==> config.mk <==
export PLATFORM = sky130hd
export DESIGN_NAME = rtc_timebase
export DESIGN_NICKNAME = d
export VERILOG_FILES = /design/src/rtl/rtc_tbase_pkg.sv /design/src/rtl/rtc_div_chain.sv /design/src/rtl/rtc_tap_select.sv /design/src/rtl/rtc_timebase.sv
export SDC_FILE = /design/constraint.sdc
export NUM_CORES = 1
export LEC_CHECK = 0
export ABC_AREA = 1
export ABC_CLOCK_PERIOD_IN_PS = 2500
export BUFFER_PORTS_ARGS = -buffer_cell sky130_fd_sc_hd__buf_2
export CAP_MARGIN = 30
export CORE_ASPECT_RATIO = 0.9
export CORE_MARGIN = 2
export CORE_UTILIZATION = 33
export CTS_CLUSTER_DIAMETER = 100
export CTS_CLUSTER_SIZE = 14
export DETAILED_ROUTE_END_ITERATION = 8
export PLACE_DENSITY_LB_ADDON = 0.25
export SETUP_SLACK_MARGIN = 0.1
export SLEW_MARGIN = 0
export SYNTH_ARGS = -nofsm -noshare
export SYNTH_HDL_FRONTEND = slang
export SYNTH_SLANG_ARGS = --single-unit
export TNS_END_PERCENT = 50
==> constraint.sdc <==
create_clock -name clk -period 2.5 [get_ports clk]
set_input_delay 0.25 -clock clk [delete_from_list [all_inputs] [get_ports clk]]
set_output_delay 0.25 -clock clk [all_outputs]
set_load 0.01 [all_outputs]
==> src/rtl/rtc_tbase_pkg.sv <==
package rtc_tbase_pkg;

  typedef enum logic [1:0] {
    TB_FAST = 2'b00,
    TB_MID  = 2'b01,
    TB_SLOW = 2'b10,
    TB_STOP = 2'b11
  } tbase_e;

  localparam int unsigned SKIP_W    = 5;
  localparam int unsigned SKIP_FAST = 0;
  localparam int unsigned SKIP_MID  = 2;
  localparam int unsigned SKIP_SLOW = 7;

  // Number of low chain stages bypassed for a time-base code.
  function automatic logic [SKIP_W-1:0] skip_of(input logic [1:0] code);
    case (code)
      TB_FAST: skip_of = SKIP_W'(SKIP_FAST);
      TB_MID:  skip_of = SKIP_W'(SKIP_MID);
      TB_SLOW: skip_of = SKIP_W'(SKIP_SLOW);
      default: skip_of = '0;
    endcase
  endfunction

endpackage

==> src/rtl/rtc_div_chain.sv <==
module rtc_div_chain #(
  parameter int unsigned STAGES = 22,
  parameter int unsigned SKIP_W = 5
) (
  input  logic              clk,
  input  logic              rst_n,
  input  logic              run,
  input  logic [SKIP_W-1:0] skip,
  output logic [STAGES-1:0] chain_q,
  output logic [STAGES-1:0] chain_d,
  output logic              sec_tick
);

  localparam int unsigned TOP = STAGES - 1;

  logic [STAGES-1:0] step;

  always_comb begin
    step    = {{(STAGES-1){1'b0}}, 1'b1} << skip;
    chain_d = run ? (chain_q + step) : '0;
  end

  always_ff @(posedge clk) begin
    if (!rst_n) begin
      chain_q  <= '0;
      sec_tick <= 1'b0;
    end else begin
      chain_q  <= chain_d;
      sec_tick <= chain_d[TOP] & ~chain_q[TOP];
    end
  end

endmodule

==> src/rtl/rtc_tap_select.sv <==
module rtc_tap_select #(
  parameter int unsigned STAGES  = 22,
  parameter int unsigned RATE_W  = 4,
  parameter int unsigned TAP_OFS = 5
) (
  input  logic              clk,
  input  logic              rst_n,
  input  logic [STAGES-1:0] chain_q,
  input  logic [STAGES-1:0] chain_d,
  input  logic [RATE_W-1:0] rate_sel,
  input  logic              sqw_en,
  output logic              sqw,
  output logic              pi_tick
);

  localparam int unsigned NCODES = 1 << RATE_W;

  logic [NCODES-1:0] tap_now;
  logic [NCODES-1:0] tap_nxt;

  assign tap_now[0] = 1'b0;
  assign tap_nxt[0] = 1'b0;

  for (genvar g = 1; g < NCODES; g++) begin : g_tap
    if (g + TAP_OFS < STAGES) begin : g_live
      assign tap_now[g] = chain_q[g + TAP_OFS];
      assign tap_nxt[g] = chain_d[g + TAP_OFS];
    end else begin : g_dead
      assign tap_now[g] = 1'b0;
      assign tap_nxt[g] = 1'b0;
    end
  end

  assign sqw = sqw_en & tap_now[rate_sel];

  always_ff @(posedge clk) begin
    if (!rst_n) pi_tick <= 1'b0;
    else        pi_tick <= tap_nxt[rate_sel] & ~tap_now[rate_sel];
  end

endmodule

==> src/rtl/rtc_timebase.sv <==
module rtc_timebase
  import rtc_tbase_pkg::*;
#(
  parameter int unsigned STAGES  = 22,
  parameter int unsigned RATE_W  = 4,
  parameter int unsigned TAP_OFS = 5
) (
  input  logic              clk,
  input  logic              rst_n,
  input  logic [1:0]        tb_sel,
  input  logic [RATE_W-1:0] rate_sel,
  input  logic              div_hold,
  input  logic              sqw_en,
  output logic              sqw,
  output logic              pi_tick,
  output logic              sec_tick
);

  logic              run;
  logic [SKIP_W-1:0] skip;
  logic [STAGES-1:0] chain_q;
  logic [STAGES-1:0] chain_d;

  assign run  = ~div_hold & (tb_sel != TB_STOP);
  assign skip = skip_of(tb_sel);

  rtc_div_chain #(.STAGES(STAGES), .SKIP_W(SKIP_W)) u_chain (
    .clk      (clk),
    .rst_n    (rst_n),
    .run      (run),
    .skip     (skip),
    .chain_q  (chain_q),
    .chain_d  (chain_d),
    .sec_tick (sec_tick)
  );

  rtc_tap_select #(.STAGES(STAGES), .RATE_W(RATE_W), .TAP_OFS(TAP_OFS)) u_tap (
    .clk      (clk),
    .rst_n    (rst_n),
    .chain_q  (chain_q),
    .chain_d  (chain_d),
    .rate_sel (rate_sel),
    .sqw_en   (sqw_en),
    .sqw      (sqw),
    .pi_tick  (pi_tick)
  );

endmodule

* Word level (Yosys, flattened, before mapping) *
Index checks and enable logic that the tools add are counted.

word-level totals
  bits in writable memories = 0
  bits in read-only memories = 0
  word-level logic and storage cells = 24
  latch bits = 0
  input port bits = 10
  memories kept = 0
  flip-flop bits (word level) = 24
  output and inout bits = 3

cells by class
  $lt $le $gt $ge = 1
  multipliers = 0
  reduce and logical (&&, ||, !) cells = 1
  divide/modulo/power cells = 0
  bitwise gates (word level) = 7
  shift operators = 1
  mux-type cells = 6
  add/subtract/negate cells = 1
  equality and inequality tests = 3

operators by type and width
  kind                    number
  $add A22 B22 Y22        1
  $mux W22                1
  $shl A1 B3 Y22 const A  1
  $bmux W1 S4             2
  $pmux W3 S2             1
  $lt A4 B5 Y1 const B    1
  $and A1 B1 Y1           4
  $not A1 Y1              3
  $eq A2 B1 Y1 const B    1
  $eq A2 B2 Y1 const B    1
  $mux W1                 2
  $ne A2 B2 Y1 const B    1
  $reduce_and A2 Y1       1

* Depth between registers and ports, before layout *
  depth after elaboration = 8
  gate-level depth with buffers = 19
  mapped depth without buffers = 19

* Modules after synthesis *
A second synthesis with hierarchy kept.

unflattened totals
  cell total of the unflattened synthesis = 495
  area total of the unflattened synthesis = 2783.9 um^2

by module, submodules not included
  module          seq. area each (um^2)  instances  cells each  area an instance (um^2)
  rtc_div_chain   460.4                  1          393         2287.2
  rtc_tap_select  20.0                   1          96          456.7
  rtc_timebase    0.0                    1          6           40.0

* Worst setup path before layout *
No wires, ideal clock.

  kind = in2reg
  start point = input tb_sel[0]
  end point = register u_tap.pi_tick
  library setup time = 0.066 ns
  path buffers = 0
  stages on the path = 17
  setup slack = 0.253 ns
  data required time = 2.434 ns
  arrival = 2.181 ns
  cells stage by stage = inv_1 -> ha_1 -> ha_1 -> inv_1 -> fa_1 -> inv_1 -> nand2_1 -> a21oi_4 -> nand2_2 -> nand2_4 -> or2_1 -> nand3_2 -> a21oi_2 -> nand2_1 -> nand2_1 -> nand2_1 -> a21oi_2

between the ends
  cells in the longest elaborated chain, start to end = 8
  elaborated cells between the ends (all ways) = 11
  those cells by class = 1 x add/sub; 3 x eq/ne; 1 x shift; 4 x mux; 2 x bitwise

ends and longest elaborated chain
  element                                              RTL line              source
  start, declared                                      rtc_timebase.sv:10    input logic [1:0] tb_sel,
  $eq A2 B2 Y1 / $eq A2 B1 Y1 (equally long branches)  rtc_tbase_pkg.sv:17   case (code)
  $pmux W3 S2                                          rtc_tbase_pkg.sv:17
  $shl A1 B3 Y22                                       rtc_div_chain.sv:19   step = {{(STAGES-1){1'b0}}, 1'b1} << skip;
  $add A22 B22 Y22                                     rtc_div_chain.sv:20   chain_d = run ? (chain_q + step) : '0;
  $mux W22 (*)                                         rtc_div_chain.sv:20
  $bmux W1 S4 (*)                                      rtc_tap_select.sv:38  else pi_tick <= tap_nxt[rate_sel] & ~tap_now[rate_sel];
  $mux W1 (not written as such) (*)                    rtc_tap_select.sv:38
  $and A1 B1 Y1 (*)                                    rtc_tap_select.sv:38
  end signal, assigned                                 rtc_tap_select.sv:38
  end, declared                                        rtc_tap_select.sv:13  output logic pi_tick

Every way passes the cells marked *; elsewhere a longest branch is shown, timed or not. The select of a mux whose other input is x is not followed.
A chain may end at the register's enable or synchronous reset.

* Worst setup path after layout *
Ends and elaborated chain as after synthesis.

==> impl_metrics.yaml <==
drt:
  top_layer_used: "met4"
  drtIter0Drc: 162
  drt_first_pass_iters: 4
  drt-vias-per-instance: 4.903
  wl_met1_um: 2772
  vias: 2128
  wl_met3_um: 374
  post-route-drc-count: 0
  ant_nets: 0
  wl_per_cell_um: 12.83
  dr_wl_met2_um: 2382
  drt-total-wl_um: 5568
place:
  io_buffers: 12
  routabilityCongestion: 0.9282
  dp.cells: 430
  dpl_cell_area_um2: 2240
  dp_hpwl_um: 4393
power_and_ir_drop:
  powerDensity_nw_per_um2: 332.4
  p_leak_uw: 0.001140
  peakVddDrop_mv: 0.1570
setup_path:
  endpoint_kind: "register"
  cp_max_fo: 4
  worstSetupStartpointType: "primary input"
  path_class: "primary input to register"
  worstPathArrival_ns: 2.39
  worstPathRequired_ns: 2.72
floorplanning:
  die_x_um: 86.84
  dieArea_um2: 6822
  start_util_pct: 33.71
  ios: 13
  rows: 27
  die_h_um: 78.56
  core-area_um2: 6047
clock_network:
  clk_latency_ns: 0.27
  cts_htree_levels: 1
  cts_inserted_buffers: 3
  cts.path.max_buffers: 2
  cts-root-buf: "clkbuf_8"
  clk_pin_slew_ns: 0.09
  clock_sinks: 24
  cts_tree: "yes"
yosys:
  yosys.area.top_type: "dfxtp_1"
  synth_top_area_share_pct: 23.57
  yosysUniqueCellTypes: 33
  synthTopCellsByArea: "dfxtp_1 24%, nand2_1 17%, nand3_1 10%"
  avgSynthCellArea_um2: 5.995
  synth_warnings: 0
  ys_seq_area_share_pct: 23.57
  mappedNetlistArea_um2: 2038
  syn_inst: 340
  yosys_register_bits: 24
cells_and_area:
  design_area_um2: 2321
  syn2layout_area_growth_pct: 13.87
  n_fill_cell: 637
  drive_gt1_share_pct: 16.30
  nets: 388
  stdcell_count: 434
  diodes: 0
timing:
  tightest_slew_ns: 0.5360
  fmax_mhz: 461.0
  final.setup.tns_ns: 0
  setup_violations: 0
  rsz0062_at_grt: "no"
  drv_slew: 0
  fin_skew_ns: 0.005528
  hold_viol: 0
  finalCritPeriodShare_pct: 86.76
  period_needed_ns: 2.169
  slew-limit-headroom_pct: 64.23
global_route:
  grt_max_degree: 20
  grt_pass1_wl_um: 9453
  grt_usage_pct: 17.38
  globalRouteOverflowTotal: 0
  first_global_vias: 2017
  grt_antenna_before_repair: 0
worst_hold_path:
  hold_path_class: "primary input to register"
status:
  status: "complete, no violations"
job:
  maxCapViolations: 0
## report_power, final
group          switching [µW]  leakage (µW)  total [µW]  internal, µW
Combinational            84.7      0.000924         134          49.2
Sequential               3.44      0.000194         391           388
Clock                     138     0.0000216         246           108
## path summary, 6_finish.rpt
check | endpoint | cells past startpoint | start | slack, ns
setup / recovery | u_tap.pi_tick | 19 | tb_sel[0] | 0.33
hold / removal | u_tap.pi_tick | 3 | rst_n | 0.25
setup reg to reg | u_tap.pi_tick | 16 | u_chain.chain_q[0] | 0.41
hold reg to reg | u_chain.sec_tick | 3 | u_chain.chain_q[21] | 0.49
## placed cells by master (no fill, tap or decap), types with 4 or more instances in the layout
master / n
buf_4: 9
inv_1: 50
inv_2: 6
ha_1: 11
nand2_1: 91
a21oi_2: 4
o21ai_0: 10
nand4_1: 8
nor2_2: 4
nor2_1: 43
a21oi_1: 11
nand2_2: 6
buf_2: 12
nand3_1: 41
dfxtp_1: 24
## kinds of logic (layout without fill, tap and decap cells)
logic type	count (synthesis)	in the layout	synth area share (%)
compound gates	32	32	9.700
fa+ha+maj	14	14	8.963
buf+inv	59	80	10.93
flops	24	24	23.57
other cells	2	3	0.3685
simple gates	209	209	46.47
## critical path, stage by stage
cell      delay [ns]
buf_2           0.09
inv_1           0.07
ha_4            0.27
ha_2            0.16
inv_1           0.05
fa_1            0.37
inv_2           0.07
nand2_2         0.07
nand2_1         0.08
nand3b_1        0.09
nand2_2         0.10
nand2_1         0.05
nand2_1         0.05
nand3_1         0.12
a21oi_2         0.14
nand2_1         0.07
nand2_1         0.08
nand3_1         0.09
a21oi_2         0.11
## cell usage after synthesis
cell type and count:
nor3b_2 1, nand2_2 4, inv_1 51, clkbuf_1 2, fa_1 1, a21oi_4 1, nor3_1 2, dfxtp_1 24
inv_2 5, nand3_1 42, nor3_2 1, a21boi_0 1, nand2_1 93, nor3b_1 1, or2_2 3, nor2_2 4
o2111ai_1 2, a21boi_1 1, a21oi_2 2, o21ai_0 10, or2_1 1, nor2_4 1, conb_1 2, nand4_1 8
ha_1 13, o21ai_1 1, nand2_4 2, a21boi_2 1, a21oi_1 13, nand3_2 2, nand3b_1 1, nor2_1 43
buf_2 1
## registers in the layout, indices dropped and copies added (netlist names)
register / flops
u_chain.chain_q: 22
u_chain.sec_tick: 1
u_tap.pi_tick: 1
## area by class of cell
type | instances | area [µm²] | area share [%]
Clock buffer | 3 | 41.29 | 1.779
Inverter | 56 | 210.2 | 9.057
Timing Repair Buffer | 21 | 127.6 | 5.499
Sequential cell | 24 | 480.5 | 20.70
Tap cell | 72 | 90.09 | 3.881
Multi-Input combinational cell | 258 | 1371 | 59.08
## routing by layer
layer  up-vias  global-route usage, %
met2        59                  26.49
met3         2                  3.365
met5         -                      0
met1       948                  25.29
li1       1119                      -
met4         0                  3.438
## repair_timing
| item | CTS | global route |
|---|---|---|
| hold buffers | 0 | 0 |
| resized for setup | 0 | 8 |
| endpoints found under the hold margin | 0 | 0 |
| endpoints found under the setup margin | 0 | 1 |
| buffers inserted | 0 | 1 |
## per-stage QoR
stage | total power (µW) | worst slack [ns] | hold WS, ns | util [%]
floorplan | 482.6 | 0.2532 | 0.3861 | -
global placement | 527.6 | 0.02650 | 0.4730 | 37.04
detailed placement | 526.8 | -0.01905 | 0.4712 | 37.04
CTS | 775.3 | 0.2610 | 0.2377 | 37.72
global route | 809.9 | 0.1178 | 0.2620 | 38.38
finish | 771.4 | 0.3309 | 0.2465 | 38.38
Power figures use the tool's default switching activity.
